## config.mk

```make
export PLATFORM = sky130hd
export DESIGN_NAME = tsens_ctrl
export DESIGN_NICKNAME = d
export VERILOG_FILES = /design/src/rtl/tsens_ctrl.sv
export SDC_FILE = /design/constraint.sdc
export NUM_CORES = 1
export LEC_CHECK = 0
export CAP_MARGIN = 40
export CORE_MARGIN = 8
export CORE_UTILIZATION = 26
export CTS_CLUSTER_SIZE = 40
export DETAILED_ROUTE_END_ITERATION = 16
export PLACE_DENSITY = 0.59
export SYNTH_ARGS = -nofsm -noshare
export SYNTH_HDL_FRONTEND = slang
export SYNTH_SLANG_ARGS = --single-unit
```

## constraint.sdc

```tcl
create_clock -name pclk -period 4.1 [get_ports pclk]
set_input_delay 0.615 -clock pclk [delete_from_list [all_inputs] [get_ports pclk]]
set_output_delay 0.615 -clock pclk [all_outputs]
set_load 0.02 [all_outputs]
```

## src/rtl/tsens_ctrl.sv

```systemverilog
module tsens_ctrl #(
  parameter int DATA_W    = 10,
  parameter int DIV_W     = 10,
  parameter int ALARM_BIT = 16
) (
  input  logic              pclk,
  input  logic              presetn,
  input  logic              psel,
  input  logic              penable,
  input  logic              pwrite,
  input  logic [7:0]        paddr,
  input  logic [31:0]       pwdata,
  output logic [31:0]       prdata,
  output logic              pready,
  output logic              pslverr,
  input  logic [DATA_W-1:0] sns_data,
  input  logic              sns_valid,
  output logic              sns_clk,
  output logic              sns_rst_n,
  output logic              sns_pd_n,
  output logic [4:0]        sns_trim
);
  localparam int DIV_LSB = 16;

  logic [DIV_W-1:0]  div_q, cnt_q;
  logic [DATA_W-1:0] thres_q, last_q;
  logic [4:0]        trim_q;
  logic              alarm_en_q, pd_n_q, rst_n_q, clk_en_q, alarm_q, sclk_q;
  logic              wr, wr_ctrl, wr_stat, wr_thr, hit, clr;
  logic              unused_wdata;

  assign unused_wdata = ^pwdata;
  assign wr      = psel & penable & pwrite;
  assign wr_ctrl = wr && (paddr == 8'h00);
  assign wr_stat = wr && (paddr == 8'h04);
  assign wr_thr  = wr && (paddr == 8'h08);
  assign hit     = sns_valid && alarm_en_q && (sns_data >= thres_q);
  assign clr     = wr_stat && pwdata[ALARM_BIT];

  assign pready    = 1'b1;
  assign pslverr   = 1'b0;
  assign sns_clk   = sclk_q;
  assign sns_rst_n = rst_n_q;
  assign sns_pd_n  = pd_n_q;
  assign sns_trim  = trim_q;

  always_ff @(posedge pclk or negedge presetn) begin
    if (!presetn) begin
      div_q      <= '0;
      alarm_en_q <= 1'b0;
      pd_n_q     <= 1'b0;
      trim_q     <= '0;
      rst_n_q    <= 1'b0;
      clk_en_q   <= 1'b0;
      thres_q    <= '0;
    end else begin
      if (wr_ctrl) begin
        div_q      <= pwdata[DIV_LSB +: DIV_W];
        alarm_en_q <= pwdata[8];
        pd_n_q     <= pwdata[7];
        trim_q     <= pwdata[6:2];
        rst_n_q    <= pwdata[1];
        clk_en_q   <= pwdata[0];
      end
      if (wr_thr) thres_q <= pwdata[DATA_W-1:0];
    end
  end

  always_ff @(posedge pclk or negedge presetn) begin
    if (!presetn) begin
      last_q  <= '0;
      alarm_q <= 1'b0;
    end else begin
      if (sns_valid) last_q <= sns_data;
      alarm_q <= hit | (alarm_q & ~clr);
    end
  end

  always_ff @(posedge pclk or negedge presetn) begin
    if (!presetn) begin
      cnt_q  <= '0;
      sclk_q <= 1'b0;
    end else if (div_q == '0) begin
      cnt_q  <= '0;
      sclk_q <= 1'b0;
    end else if (!clk_en_q) begin
      cnt_q  <= '0;
    end else if (cnt_q >= div_q - 1'b1) begin
      cnt_q  <= '0;
      sclk_q <= ~sclk_q;
    end else begin
      cnt_q  <= cnt_q + 1'b1;
    end
  end

  always_comb begin
    prdata = '0;
    unique case (paddr)
      8'h00: begin
        prdata[DIV_LSB +: DIV_W] = div_q;
        prdata[8:0] = {alarm_en_q, pd_n_q, trim_q, rst_n_q, clk_en_q};
      end
      8'h04: begin
        prdata[DATA_W-1:0] = last_q;
        prdata[ALARM_BIT]  = alarm_q;
      end
      8'h08: prdata[DATA_W-1:0] = thres_q;
      default: prdata = '0;
    endcase
  end
endmodule

```

==> summary.md <==
The run finished with clean final reports. For the pin with the worst max-slew slack, the measured transition is 770 ps. dfrtp_1 takes more of the synthesized area than any other cell. On the worst path, the slowest cell contributes a delay of 810 ps. Data on the critical path arrives at its endpoint at 2700 ps. Counting cells, the worst reg-to-reg path comes to 10. Headroom to the max-slew limit came out at 48.5%. The endpoint identified for the worst register-to-register timing path is cnt_q[8]$_DFF_PN0_. STA classifies the critical path endpoint as a primary output.

The worst register-to-register path begins at div_q[3]$_DFFE_PN0P_. For the worst supply voltage drop on vdd, the log shows 0.173 mV. The kind of critical path is in2out. Across the routed clock network, the largest skew measured is 7.42 ps. Following the worst setup path forward leads to its endpoint at prdata[8]. Setup violations remaining at the end of the flow were counted as 0. Setup slack closes at 787 ps.

In this run the worst path has a maximum fanout of 9. The post-placement worst setup slack came out at 762 ps. The tools report the effective utilization at floorplan as 26.2%. The area overhead of the layout relative to synthesis was 31.5%; the overall routing resource usage was 10.6%.

The tools report the total congestion overflow after global routing as 0. For this design, the sink count on the clock tree is 51. TritonCTS built the clock tree. Number of max-slew violations in the final report: 0.

The clock period minus worst slack works out to 3310 ps. Among all stages on the critical path, the largest delay is contributed by clkdlybuf4s50_1. The count of mapped cells out of synthesis is 293. The placer's final routability congestion estimate was 0.767. The cell area that synthesis handed to floorplanning was 0.00310 sq mm. The startpoint type of the worst setup path is a primary input. The layout has 1199 filler cells. Antenna violation net count after detailed routing: 0.

The run gives 4 as the first-pass iteration count of the detailed router. The fraction of layout cells with a size suffix above 1 is 15.2%, and the ratio of total power to cell area is 269 mW/mm^2. The share of flip-flops with an asynchronous set or reset works out to 100%. Logic depth of the worst path, buffers included: 7. The critical path starts at paddr[2].

The top cell type by area accounts for 41.2% of the synthesized area. Counting the buffers created by CTS gives 5. The logs give 0.0157 sq mm for the area of the die and 1.87 nW for the reported leakage power. The post-CTS setup-driven buffer insertion count came out at 0. The final routed wire length divided by cell count came out at 15.6 microns. The logs give 2595 for the number of global-route vias before repair and 0 for the number of gates resized after CTS. In this run the mean area of a mapped cell was 10.6 sq um. The initial antenna violation count was 0. Broken down by cell family, the worst path's largest delay share belongs to buffers and inverters. No sink is reached through more buffers than the 2 on the longest clock path. In the layout the commonest cells are 70 x clkdlybuf4s50_1, 51 x dfrtp_1, 36 x nor2_1. Setup repair after global routing left no endpoint under its margin. Counting flops and latches in the post-synthesis netlist gives 51.

In the synthesized netlist the dominant register cell turns out to be dfrtp_1. The critical path contains buffers and inverters numbering 3 combined. The cell sitting at the root of the clock tree is a clkbuf_16. By area the synthesized netlist is led by dfrtp_1 41%, mux2_2 11%, ha_1 8.9%. For this run, the top clock speed supported by timing is 302 MHz. The detailed-route via count was 2326; the insertion delay to the later sink of the worst-skew pair was 290 ps. For the final number of hold-violating endpoints, the log shows 0. For this run, the register share of the synthesized area comes to 41.2%.

For this block, the routed nets add up to 8.05 mm of wire. The hold-fix buffer count after cts is 0. Entering global routing, the biggest net connects 37 pins. The Yosys step of the flow raised 0 warnings. 98 I/O pins were placed. The min-delay analysis places its worst path in the category in2async.

For the post-layout instance count excluding filler cells, the log shows 515. In the routed layout, each cell is associated on average with a via count of 4.52. Detailed placement finished with a half-perimeter wire length of 6.12 mm. The H-tree was split into 2 levels. Leading cell type in the layout, fill and taps excluded: clkdlybuf4s50_1. Counting tap cells, the placed design contains a total of 507 instances.

Row generation in the floorplan step produced 40 rows. The first global-routing pass estimated 13.6 mm of wire. The number of nets at the end of the flow came out at 445. The die outline width was 125 microns; the core outline area was 0.0118 sq mm.

The repair_antennas step left the layout with diodes totalling 0. Required time reported for the critical path endpoint: 3480 ps. The number of synthesized flops with an enable pin works out to 0. The aggregate negative setup slack is 0 ps. The clock input transition at the sequential cells of the worst setup and hold paths is 60 ps. Post-detailed-route DRC marker count: 0. Overall power consumption after layout is estimated at 1.09 mW.

After the first detailed-routing iteration, the DRC count stood at 87. The tools report the max-cap check violation count as 0. During placement, the flow inserted port buffers numbering 71. Synthesis instantiated 36 different standard cells from the library. Setup slack on the worst reg-to-reg path comes out at 910 ps.

Walking the worst path, the cells encountered are clkdlybuf4s50_1, buf_4, mux2i_1, nor2_1, a21oi_1, nor2_1, clkdlybuf4s50_1. Of the available clock period, the critical path in the final layout requires 80.8%. The height of the chip is 125 microns.
-- logic make-up after synthesis --
kind of cell,synth area share (%)
other,0.242
flip-flops,41.2
XOR/XNOR,4.52
buffers and inverters,6.30
AND/OR/NAND/NOR,14.3
adder cells (fa/ha/maj),8.89
multiplexers,18.9
AO/OA/AOI/OAI,5.61
-- per-layer routing --
metal | part of all wire, % | track usage, %
met5 | 0 | 0
met4 | 0.71 | 2.15
met3 | 5.6 | 3.19
met2 | 51 | 19.0
met1 | 42 | 12.0
-- worst min path at each step --
| stage | start | to | slack [ps] |
|---|---|---|---|
| CTS | presetn | div_q[4]$_DFFE_PN0P_ | 260 |
| floorplan | presetn | alarm_en_q$_DFFE_PN0P_ | 320 |
| detailed placement | last_q[0]$_DFFE_PN0P_ | last_q[0]$_DFFE_PN0P_ | 500 |
| global placement | last_q[0]$_DFFE_PN0P_ | last_q[0]$_DFFE_PN0P_ | 490 |
| global route | presetn | cnt_q[7]$_DFF_PN0_ | 270 |
| finish | presetn | sns_clk$_DFFE_PN0P_ | 250 |
-- where the power goes --
part	switching (mW)	total, mW	internal [mW]
Clock	0.185	0.411	0.226
Sequential	0.0105	0.529	0.519
Combinational	0.0743	0.154	0.0798
Total	0.270	1.09	0.824
-- cell type report --
| cell class | instances | area (sq um) | share of cell area [%] |
|---|---|---|---|
| clock inverters | 2 | 12.5 | 0.307 |
| inverters | 15 | 56.3 | 1.38 |
| flip-flops and latches | 51 | 1280 | 31.3 |
| repair buffers | 76 | 743 | 18.2 |
| clock buffers | 6 | 129 | 3.16 |
| multi-input cells | 218 | 1670 | 41.0 |
| well taps | 147 | 184 | 4.52 |
-- through the flow --
step / hold slack [ps] / utilization (%) / cell area, sq um
6_report: 251 / 34.5 / 4070
5_1_grt: 272 / 34.5 / 4070
4_1_cts: 262 / 34.5 / 4070
3_5_place_dp: 496 / 33.3 / 3930
3_3_place_gp: 491 / 33.3 / 3930
2_1_floorplan: 319 / - / 3140
-- state kept, by name, indices dropped and copies added (netlist names) --
| register | flops |
|---|---|
| clk_en_q | 1 |
| sns_trim | 5 |
| last_q | 10 |
| sns_clk | 1 |
| cnt_q | 10 |
| alarm_q | 1 |
| sns_pd_n | 1 |
| sns_rst_n | 1 |
| alarm_en_q | 1 |
| div_q | 10 |
| thres_q | 10 |
-- synthesized netlist by cell type (all sizes together), types with 8 or more instances --
cell type  number
and2            8
buf            16
mux2           39
xor2            9
inv            15
a21oi          16
dfrtp          51
mux2i          11
ha             22
nor2           36
nand2          14
No activity file was read; power rests on OpenSTA's default activity.
